## src/rtl/rail_seq.sv

```systemverilog
module rail_seq #(
  parameter int N = 4,
  parameter int SOFT_IDX = 1
) (
  input  logic         clk,
  input  logic         rst_n,
  input  logic         shdn_n,
  input  logic         uvlo,
  input  logic [N-1:0] up_ok,
  input  logic [N-1:0] flt_below,
  output logic [N-1:0] rail_en,
  output logic         rdy_pull,
  output logic         boost_soft
);

  logic [N-1:0] en_q, arm_q, en_d, arm_d, hit, kill;
  logic run;

  assign run = shdn_n & ~uvlo;
  assign hit = arm_q & flt_below;

  assign kill[0] = hit[0];
  genvar i;
  generate
    for (i = 1; i < N; i++) begin : g_kill
      assign kill[i] = kill[i-1] | hit[i];
    end
  endgenerate

  assign arm_d = {N{run}} & ~kill & (arm_q | (en_q & up_ok));

  assign en_d[0] = run;
  generate
    for (i = 1; i < N; i++) begin : g_en
      assign en_d[i] = arm_d[i-1];
    end
  endgenerate

  always_ff @(posedge clk or negedge rst_n) begin
    if (!rst_n) begin
      en_q  <= '0;
      arm_q <= '0;
    end else begin
      en_q  <= en_d;
      arm_q <= arm_d;
    end
  end

  assign rail_en    = en_q;
  assign rdy_pull   = arm_q[N-1];
  assign boost_soft = en_q[SOFT_IDX] & ~arm_q[SOFT_IDX];

endmodule

```

## config.mk

```make
export PLATFORM = sky130hd
export DESIGN_NAME = rail_seq
export DESIGN_NICKNAME = d
export VERILOG_FILES = /design/src/rtl/rail_seq.sv
export SDC_FILE = /design/constraint.sdc
export NUM_CORES = 1
export LEC_CHECK = 0
export ABC_AREA = 1
export BUFFER_PORTS_ARGS = -buffer_cell sky130_fd_sc_hd__buf_2
export CAP_MARGIN = 40
export CELL_PAD_IN_SITES_DETAIL_PLACEMENT = 1
export CELL_PAD_IN_SITES_GLOBAL_PLACEMENT = 1
export CORE_AREA = 2 2 39 41
export CTS_CLUSTER_DIAMETER = 50
export CTS_CLUSTER_SIZE = 30
export DETAILED_ROUTE_END_ITERATION = 12
export DIE_AREA = 0 0 41 43
export PLACE_DENSITY_LB_ADDON = 0.1
export SLEW_MARGIN = 20
export SYNTH_ARGS = -nofsm -noshare
export SYNTH_HDL_FRONTEND = slang
export SYNTH_SLANG_ARGS = --single-unit
```

## constraint.sdc

```tcl
create_clock -name clk -period 1 [get_ports clk]
set_clock_uncertainty 0.2 [all_clocks]
set_input_delay 0.2 -clock clk [delete_from_list [all_inputs] [get_ports clk]]
set_output_delay 0.2 -clock clk [all_outputs]
set_load 0.005 [all_outputs]
```

==> results.sh, run 1 <==
export IMPL_outcome="finished with violations"
export IMPL_violations="negative hold slack, negative setup slack"
export IMPL_critPathLaunchType="flip-flop"
export IMPL_grt_antenna_before_repair=0
export IMPL_r2r_slack_ns=-0.19
export IMPL_synthMuxAreaShare=0
export IMPL_pre_cts_slack_ns=-0.0661
export IMPL_numCtsBuffers=3
export IMPL_synth_area_top_cells="dfrtp_1 (53%), nand2_1 (13%), inv_1 (7.9%), a21oi_1 (6.3%), nor2_1 (6.3%)"
export IMPL_cp_required_ns=0.60
export IMPL_fin_crit_ns=1.30
export IMPL_seq_area_frac_synth=0.529
export IMPL_vias=290
export IMPL_synth_async_reset_ratio=1.00
export IMPL_multi_input_area_um2=118
export IMPL_grt_total_usage=0.0961
export IMPL_htreeDepth=1
export IMPL_finalSetupTns_ns=-1.62
export IMPL_powerDensity_mw_per_mm2=1130
export IMPL_reg2reg_from="arm_q[0]"
export IMPL_max_clock_path_buffers=2
export IMPL_place_gp_congestion=0.672
export IMPL_synth_top_flop_cell="dfrtp_1"
export IMPL_io_buffers=17
export IMPL_ir_drop_mv=0.344
export IMPL_first_pass_iters=2
export IMPL_clk_latency_ns=0.25
export IMPL_slew_headroom=0.893
export IMPL_synth_seq_cells=5
export IMPL_worst_r2r_cell_count=6
export IMPL_grt_pass1_wl_um=1060
export IMPL_synth_edf_count=0
export IMPL_maxCapViolCount=0
export IMPL_worstSetupPathType="flip-flop to output port"
export IMPL_routedWlPerCell_um=10.4
export IMPL_min_path_type="input port to flip-flop"
export IMPL_rsz0062_at_grt="true"
export IMPL_crit_arrival_ns=0.90
export IMPL_synthesis_nets=43
export IMPL_post_route_util=0.332
export IMPL_ff_latch_area_um2=125
export IMPL_whs_path_depth=3
export IMPL_timing_final_crit_share=1.30
export IMPL_synth_top_area_share=0.529
export IMPL_wl_um=777
export IMPL_pin_count=18
export IMPL_synth_commonest_cells="nand2_1 (8), dfrtp_1 (5), inv_1 (5)"
export IMPL_fp_dieH_um=43
export IMPL_antenna_cells=0
export IMPL_placed_area_um2=342
export IMPL_power_leakage_nw=0.270
export IMPL_syn_area_um2=236
export IMPL_synth_most_common_cell="nand2_1"
export IMPL_synth_cell_type_count=10
export IMPL_fin_hold_ws_ns=-0.0139
export IMPL_p_total_uw=517
export IMPL_dp_hpwl_um=535
export IMPL_r2r_end="arm_q[3]"
export IMPL_synth_top_family_by_area="simple AND/OR/NAND/NOR gates"
export IMPL_root_buffer="clkbuf_4"
export IMPL_hold_viol_final=2
export IMPL_rows=14
export IMPL_cts_tree="yes"
export IMPL_syn_to_final_growth_pct=94.2
export IMPL_postRouteAntennaNets=0
export IMPL_min_to="arm_q[1]"
export IMPL_tightest_slew_ns=0.160
export IMPL_avgSynthCellArea_um2=7.63
export IMPL_fmax_ghz=0.771
export IMPL_cts_num_sinks=5
export IMPL_postLayoutCellArea_um2=459
export IMPL_dp_cells=64
export IMPL_synth_xor_xnor_area_share=0
export IMPL_yosysWarnings=0
export IMPL_grt_max_degree=6
export IMPL_drc=0
export IMPL_initial_core_util=0.171
export IMPL_final_setup_worst_slack_ns=-0.297
export IMPL_grt_pass1_vias=260
export IMPL_drive_above_1_share=0.576
export IMPL_drt_iter0_markers=3
export IMPL_final_cell_count_no_fill=75
export IMPL_core_area_mm2=0.00138
export IMPL_final_nets=72
export IMPL_crit_path_end_kind="output port"
export IMPL_overflow=0
export IMPL_synth_fa_ha_area_frac=0
export IMPL_synthCells=31
export IMPL_die_w_um=41
export IMPL_synth_area_leader_cell="dfrtp_1"
export IMPL_clk_pin_slew_ns=0.05
export IMPL_synth_compound_area_frac=0.0635
export IMPL_setup_viol=10
export IMPL_min_from="up_ok[1]"
export IMPL_synthSimpleGateAreaFrac=0.312
export IMPL_viasPerCell=3.87
export IMPL_die_area_mm2=0.00176
export IMPL_maxSlewViolCount=0
export IMPL_worstPathMaxFanout=4
export IMPL_num_fill_cells=183
-- per-layer routing --
metal / wire (um) / up-vias / GRT usage / share of wire
met5: 0 / - / 0 / 0
met4: 15 / 0 / 0.0600 / 0.019
met3: 62 / 2 / 0.0314 / 0.080
met2: 396 / 13 / 0.150 / 0.51
met1: 302 / 127 / 0.105 / 0.39
li1: - / 148 / - / -
-- state kept, by name, indices dropped and copies added, names as in the netlist --
register / cells
arm_q: 4
rail_en: 1
-- worst max path at each step --
stage | startpoint | to | slack, ns | cells past startpoint
after global routing | arm_q[0] | boost_soft | -0.33 | 3
after global placement | arm_q[1] | arm_q[2] | -0.04 | 5
final | arm_q[0] | boost_soft | -0.30 | 3
after floorplan | arm_q[0] | arm_q[2] | 0.02 | 5
after CTS | arm_q[0] | boost_soft | -0.29 | 3
after detailed placement | arm_q[0] | boost_soft | -0.07 | 3
-- critical path, cell delays in order, from the launching register on --
cell     delay, ns
dfrtp_1       0.41
inv_1         0.06
nor2_1        0.08
buf_2         0.11
-- cells by family (layout without fill, tap and decap cells) --
family,count (synthesis),after routing
simple gates,17,17
buf+inv,6,34
flops,5,5
compound gates,3,3
-- power breakdown --
group | switching [mW] | total (mW) | internal, mW | leakage, nW
logic | 0.0294 | 0.0634 | 0.0340 | 0.187
clock network | 0.0934 | 0.245 | 0.152 | 0.0150
registers | 0.00232 | 0.208 | 0.206 | 0.0686
-- cell type report --
class | count | share of cell area
tap | 16 | 0.0436
clock buffer | 4 | 0.0572
inverter | 6 | 0.0490
timing repair buffer | 24 | 0.322
sequential | 5 | 0.272
multi-input combinational | 20 | 0.256
-- layout by cell type, fill, tap and decap left out, types with 2 or more instances in the layout --
cell       n
a21oi_1    2
buf_2     17
buf_4      4
buf_6      2
clkbuf_4   3
dfrtp_1    5
inv_1      5
nand2_1    7
nand2_2    2
nor2_1     4
-- repair_timing --
item	4_1_cts	5_1_grt
pin swaps	1	6
gates resized for setup	3	6
endpoints found under the hold margin	5	0
hold buffers	1	0
endpoints found under the setup margin	9	10
setup buffers	5	2
Note: power is estimated with default switching activity, not from simulation.
==> inputs of run 2 (changes only) <==
--- a/config.mk
+++ b/config.mk
@@ -5,7 +5,7 @@
 export SDC_FILE = /design/constraint.sdc
 export NUM_CORES = 1
 export LEC_CHECK = 0
-export ABC_AREA = 1
+export ABC_AREA = 0
 export BUFFER_PORTS_ARGS = -buffer_cell sky130_fd_sc_hd__buf_2
 export CAP_MARGIN = 40
 export CELL_PAD_IN_SITES_DETAIL_PLACEMENT = 1
==> results.sh, run 2 <==
export IMPL_crit_arrival_ns=0.91
export IMPL_core_area_mm2=0.00138
export IMPL_syn_area_um2=259
export IMPL_overflow=0
export IMPL_largest_reg_flops=4
export IMPL_synth_cell_type_count=16
export IMPL_avgSynthCellArea_um2=10.4
export IMPL_synthCells=25
export IMPL_htreeDepth=1
export IMPL_setup_viol=10
export IMPL_synthesis_nets=37
export IMPL_root_buffer="clkbuf_4"
export IMPL_maxSlewViolCount=0
export IMPL_fin_crit_ns=1.31
export IMPL_rsz0062_at_grt="true"
export IMPL_seq_area_frac_synth=0.483
export IMPL_synth_async_reset_ratio=1.00
export IMPL_crit_path_end_kind="output port"
export IMPL_timing_final_crit_share=1.31
export IMPL_worstPathMaxFanout=5
export IMPL_synth_top_area_share=0.483
export IMPL_antenna_cells=0
export IMPL_finalSetupTns_ns=-1.75
export IMPL_pre_cts_slack_ns=-0.144
export IMPL_pin_count=18
export IMPL_synth_most_common_cell="dfrtp_1"
export IMPL_yosysWarnings=0
export IMPL_cp_required_ns=0.60
export IMPL_maxCapViolCount=0
export IMPL_worstSetupStartpoint="arm_q[1]"
export IMPL_critPathLaunchType="flip-flop"
export IMPL_wl_um=721
export IMPL_hold_viol_final=1
export IMPL_synth_commonest_cells="dfrtp_1 (5), nand2_1 (3), inv_1 (2), nor2_1 (2), nor2b_1 (2)"
export IMPL_final_cell_mix="buf_2 (17), dfrtp_1 (4), clkbuf_4 (3), buf_4 (3)"
export IMPL_fmax_ghz=0.764
export IMPL_powerDensity_mw_per_mm2=1080
export IMPL_grt_pass1_vias=268
export IMPL_violations="negative hold slack, negative setup slack"
export IMPL_grt_antenna_before_repair=0
export IMPL_viasPerCell=3.90
export IMPL_post_route_util=0.340
export IMPL_die_w_um=41
export IMPL_syn_to_final_growth_pct=81.6
export IMPL_clk_pin_slew_ns=0.05
export IMPL_synth_edf_count=0
export IMPL_outcome="finished with violations"
export IMPL_placed_area_um2=377
export IMPL_fin_hold_ws_ns=-0.0464
export IMPL_largest_register="arm_q"
export IMPL_dp_hpwl_um=579
export IMPL_power_leakage_nw=0.247
export IMPL_drive_above_1_share=0.686
export IMPL_drc=0
export IMPL_routedWlPerCell_um=10.8
export IMPL_min_from="flt_below[2]"
export IMPL_max_clock_path_buffers=2
export IMPL_reg2reg_from="arm_q[0]"
export IMPL_initial_core_util=0.187
export IMPL_die_area_mm2=0.00176
export IMPL_first_pass_iters=1
export IMPL_ir_drop_mv=0.341
export IMPL_grt_total_usage=0.104
export IMPL_num_fill_cells=170
export IMPL_synth_area_top_cells="dfrtp_1 (48%), nand2b_4 (5.3%), a211oi_2 (4.8%), nor2b_1 (4.8%), mux2_2 (4.3%)"
export IMPL_min_path_type="input port to flip-flop"
export IMPL_grt_pass1_wl_um=1180
export IMPL_drt_iter0_markers=0
export IMPL_layout_commonest_cell="buf_2"
export IMPL_fp_dieH_um=43
export IMPL_postRouteAntennaNets=0
export IMPL_synth_area_leader_cell="dfrtp_1"
export IMPL_place_gp_congestion=0.625
export IMPL_grt_max_degree=6
export IMPL_numCtsBuffers=3
export IMPL_vias=261
export IMPL_tightest_slew_ns=0.184
export IMPL_worstSetupPathType="flip-flop to output port"
export IMPL_cts_hold_buf=1
export IMPL_io_buffers=17
export IMPL_rows=14
export IMPL_final_setup_worst_slack_ns=-0.309
export IMPL_final_nets=64
export IMPL_synth_top_flop_cell="dfrtp_1"
export IMPL_slew_headroom=0.877
export IMPL_cts_tree="yes"
export IMPL_synth_seq_cells=5
export IMPL_cts_num_sinks=5
export IMPL_clk_latency_ns=0.24
export IMPL_postLayoutCellArea_um2=470
## run 2: cell count changes after synthesis, moves of 2 or more
cell,before,now
a21oi_1,3,1
inv_1,5,2
nand2_1,8,3
nand2_2,2,0
nor2_1,4,2
nor2b_1,0,2
## run 2: layout make-up
class | count | area (um^2) | share of cell area
Inverter | 3 | 11.3 | 0.0239
Timing Repair Buffer | 22 | 129 | 0.274
Sequential cell | 5 | 126 | 0.269
Multi-Input combinational cell | 17 | 158 | 0.335
Tap cell | 16 | 20.0 | 0.0426
Clock buffer | 4 | 26.3 | 0.0559
## run 2: critical path, stage by stage, from the launching register on
cell and delay [ns]:
dfrtp_2 0.44, nor2b_4 0.12, buf_2 0.11
## run 2: kinds of logic (layout without fill, tap and decap cells)
group,after synthesis,count (layout),synth area share
AND/OR/NAND/NOR,12,12,0.304
AO/OA/AOI/OAI,4,4,0.126
buffers and inverters,3,29,0.0435
multiplexers,1,1,0.0435
flip-flops,5,5,0.483
## run 2: power breakdown
group	internal [mW]	switching (mW)	leakage, nW	total, mW
Sequential	0.206	0.00190	0.0670	0.208
Combinational	0.0356	0.0278	0.165	0.0634
Clock	0.151	0.0844	0.0150	0.235
## run 2: stage by stage
step                      cells  power [mW]
after floorplan              25       0.227
after CTS                    66       0.518
after detailed placement     59       0.263
final                        67       0.507
after global placement       59       0.263
after global routing         67       0.546
## run 2: what timing repair did
action / CTS / global route
pin swaps: 3 / 2
hold endpoints to repair: 6 / 1
endpoints found under the setup margin: 10 / 10
setup buffers: 2 / 1
resized for setup: 6 / 2
## run 2: layer usage
| metal | GRT usage | routed length [um] | up-vias |
|---|---|---|---|
| li1 | - | - | 136 |
| met1 | 0.128 | 293 | 117 |
| met2 | 0.153 | 381 | 8 |
| met3 | 0.0314 | 45 | 0 |
| met4 | 0.0600 | 0 | 0 |
| met5 | 0 | 0 | - |
## run 2: worst paths after layout
path / end / slack, ns / cells after the start
min in group asynchronous: rail_en[0] / 0.10 / 2
min reg2reg: arm_q[3] / 0.41 / 2
max in group asynchronous: arm_q[1] / 0.36 / 2
max reg2reg: arm_q[1] / -0.22 / 4
min: arm_q[3] / -0.05 / 2
max: boost_soft / -0.31 / 2
==> inputs of run 3 (changes only) <==
--- a/config.mk
+++ b/config.mk
@@ -8,14 +8,11 @@
 export ABC_AREA = 0
 export BUFFER_PORTS_ARGS = -buffer_cell sky130_fd_sc_hd__buf_2
 export CAP_MARGIN = 40
-export CELL_PAD_IN_SITES_DETAIL_PLACEMENT = 1
-export CELL_PAD_IN_SITES_GLOBAL_PLACEMENT = 1
 export CORE_AREA = 2 2 39 41
 export CTS_CLUSTER_DIAMETER = 50
 export CTS_CLUSTER_SIZE = 30
 export DETAILED_ROUTE_END_ITERATION = 12
 export DIE_AREA = 0 0 41 43
-export PLACE_DENSITY_LB_ADDON = 0.1
 export SLEW_MARGIN = 20
 export SYNTH_ARGS = -nofsm -noshare
 export SYNTH_HDL_FRONTEND = slang
==> results.sh, run 3 (synthesized netlist as in run 2, its figures left out) <==
export IMPL_num_fill_cells=155
export IMPL_slowest_stage="dfrtp_2"
export IMPL_crit_arrival_ns=0.89
export IMPL_worstSetupPathType="flip-flop to output port"
export IMPL_clk_pin_slew_ns=0.05
export IMPL_max_clock_path_buffers=2
export IMPL_place_gp_congestion=0.596
export IMPL_setup_viol=10
export IMPL_cts_tree="yes"
export IMPL_p_total_uw=502
export IMPL_grt_max_degree=6
export IMPL_top_usage_layer="met2"
export IMPL_vias=264
export IMPL_crit_family="flip-flops"
export IMPL_outcome="finished with violations"
export IMPL_r2r_slack_ns=-0.20
export IMPL_dp_hpwl_um=510
export IMPL_cp_required_ns=0.60
export IMPL_grt_total_usage=0.0909
export IMPL_rows=14
export IMPL_initial_core_util=0.187
export IMPL_crit_buf_inv=1
export IMPL_first_pass_iters=2
export IMPL_maxCapViolCount=0
export IMPL_critPathLaunchType="flip-flop"
export IMPL_io_buffers=17
export IMPL_worstPathMaxFanout=4
export IMPL_powerDensity_mw_per_mm2=1100
export IMPL_slew_headroom=0.878
export IMPL_seq_power_share=0.414
export IMPL_grt_pass1_vias=243
export IMPL_final_setup_worst_slack_ns=-0.292
export IMPL_postLayoutCellArea_um2=457
export IMPL_tightest_slew_ns=0.182
export IMPL_cts_hold_buf=1
export IMPL_postRouteAntennaNets=0
export IMPL_final_cell_count_no_fill=67
export IMPL_overflow=0
export IMPL_swShare=0.221
export IMPL_power_switching_uw=111
export IMPL_use_met2=0.128
export IMPL_fin_hold_ws_ns=-0.0523
export IMPL_clock_power_share=0.468
export IMPL_antenna_cells=0
export IMPL_final_nets=64
export IMPL_min_path_type="input port to flip-flop"
export IMPL_pre_cts_slack_ns=-0.104
export IMPL_fmax_ghz=0.774
export IMPL_largest_reg_flops=4
export IMPL_grt_antenna_before_repair=0
export IMPL_drc=0
export IMPL_drt_iter0_markers=2
export IMPL_path_cells="nor2b_4, buf_2"
export IMPL_pin_count=18
export IMPL_use_met3=0.0628
export IMPL_timing_final_crit_share=1.29
export IMPL_cts_num_sinks=5
export IMPL_routedWlPerCell_um=9.31
export IMPL_violations="negative hold slack, negative setup slack"
export IMPL_final_cell_mix="buf_2 (16), dfrtp_1 (4), clkbuf_4 (3), buf_4 (3)"
export IMPL_critPathMaxStageDelay_ns=0.43
export IMPL_layout_commonest_cell="buf_2"
export IMPL_viasPerCell=3.94
export IMPL_htreeDepth=1
export IMPL_power_leakage_nw=0.238
export IMPL_root_buffer="clkbuf_4"
export IMPL_rsz0062_at_grt="true"
export IMPL_die_area_mm2=0.00176
export IMPL_fin_crit_ns=1.29
export IMPL_core_area_mm2=0.00138
export IMPL_numCtsBuffers=3
export IMPL_clk_latency_ns=0.24
export IMPL_fp_dieH_um=43
export IMPL_hold_viol_final=1
export IMPL_wl_um=624
export IMPL_maxSlewViolCount=0
export IMPL_crit_path_end_kind="output port"
export IMPL_largest_register="arm_q"
export IMPL_placed_area_um2=377
export IMPL_grt_pass1_wl_um=952
export IMPL_drive_above_1_share=0.667
export IMPL_ir_drop_mv=0.328
export IMPL_syn_to_final_growth_pct=76.3
export IMPL_die_w_um=41
export IMPL_finalSetupTns_ns=-1.78
export IMPL_internal_power_uw=391
export IMPL_dp_cells=59
export IMPL_pwr_share_comb=0.119
export IMPL_met1_usage=0.0820
run 3: cell counts in the layout (fill, tap and decap cells not counted):
No cell type changed its count.
run 3: layout make-up:
cell class / instances / area [um^2] / share of cell area
Clock buffer: 4 / 26.3 / 0.0575
Sequential cell: 5 / 126 / 0.277
Inverter: 3 / 11.3 / 0.0247
Multi-Input combinational cell: 17 / 138 / 0.301
Timing Repair Buffer: 22 / 135 / 0.296
Tap cell: 16 / 20.0 / 0.0438
run 3: stage by stage:
stage | hold WS (ns) | utilization
after CTS | -0.0670 | 0.327
after global placement | -0.179 | 0.272
after global routing | -0.0459 | 0.330
final | -0.0523 | 0.330
after floorplan | -0.296 | -
after detailed placement | -0.176 | 0.272
run 3: worst paths after layout:
| kind | start | to | cells past startpoint |
|---|---|---|---|
| setup reg to reg | arm_q[1] | arm_q[1] | 4 |
| min in group asynchronous | rst_n | arm_q[3] | 2 |
| max in group asynchronous | rst_n | arm_q[1] | 2 |
| setup / recovery | arm_q[1] | boost_soft | 2 |
| hold reg to reg | arm_q[2] | arm_q[3] | 2 |
| hold / removal | flt_below[2] | arm_q[3] | 2 |
run 3: routing by layer:
layer	share of wire	wire (um)
met2	0.54	334
met3	0.10	65
met5	0	0
met4	0	0
met1	0.36	225
run 3: repair_timing:
item	in CTS	in global routing
buffers inserted	3	0
endpoints found under the hold margin	6	1
resized for setup	5	1
endpoints found under the setup margin	10	10
pin swaps	0	2
run 3: power groups by stage:
| stage | Combinational [mW] | Clock [mW] | Sequential, mW |
|---|---|---|---|
| floorplan | 0.0155 | 0 | 0.211 |
| detailed placement | 0.0514 | 0 | 0.212 |
| global placement | 0.0508 | 0 | 0.211 |
| CTS | 0.0598 | 0.249 | 0.208 |
| global route | 0.0667 | 0.254 | 0.208 |
| finish | 0.0595 | 0.235 | 0.208 |
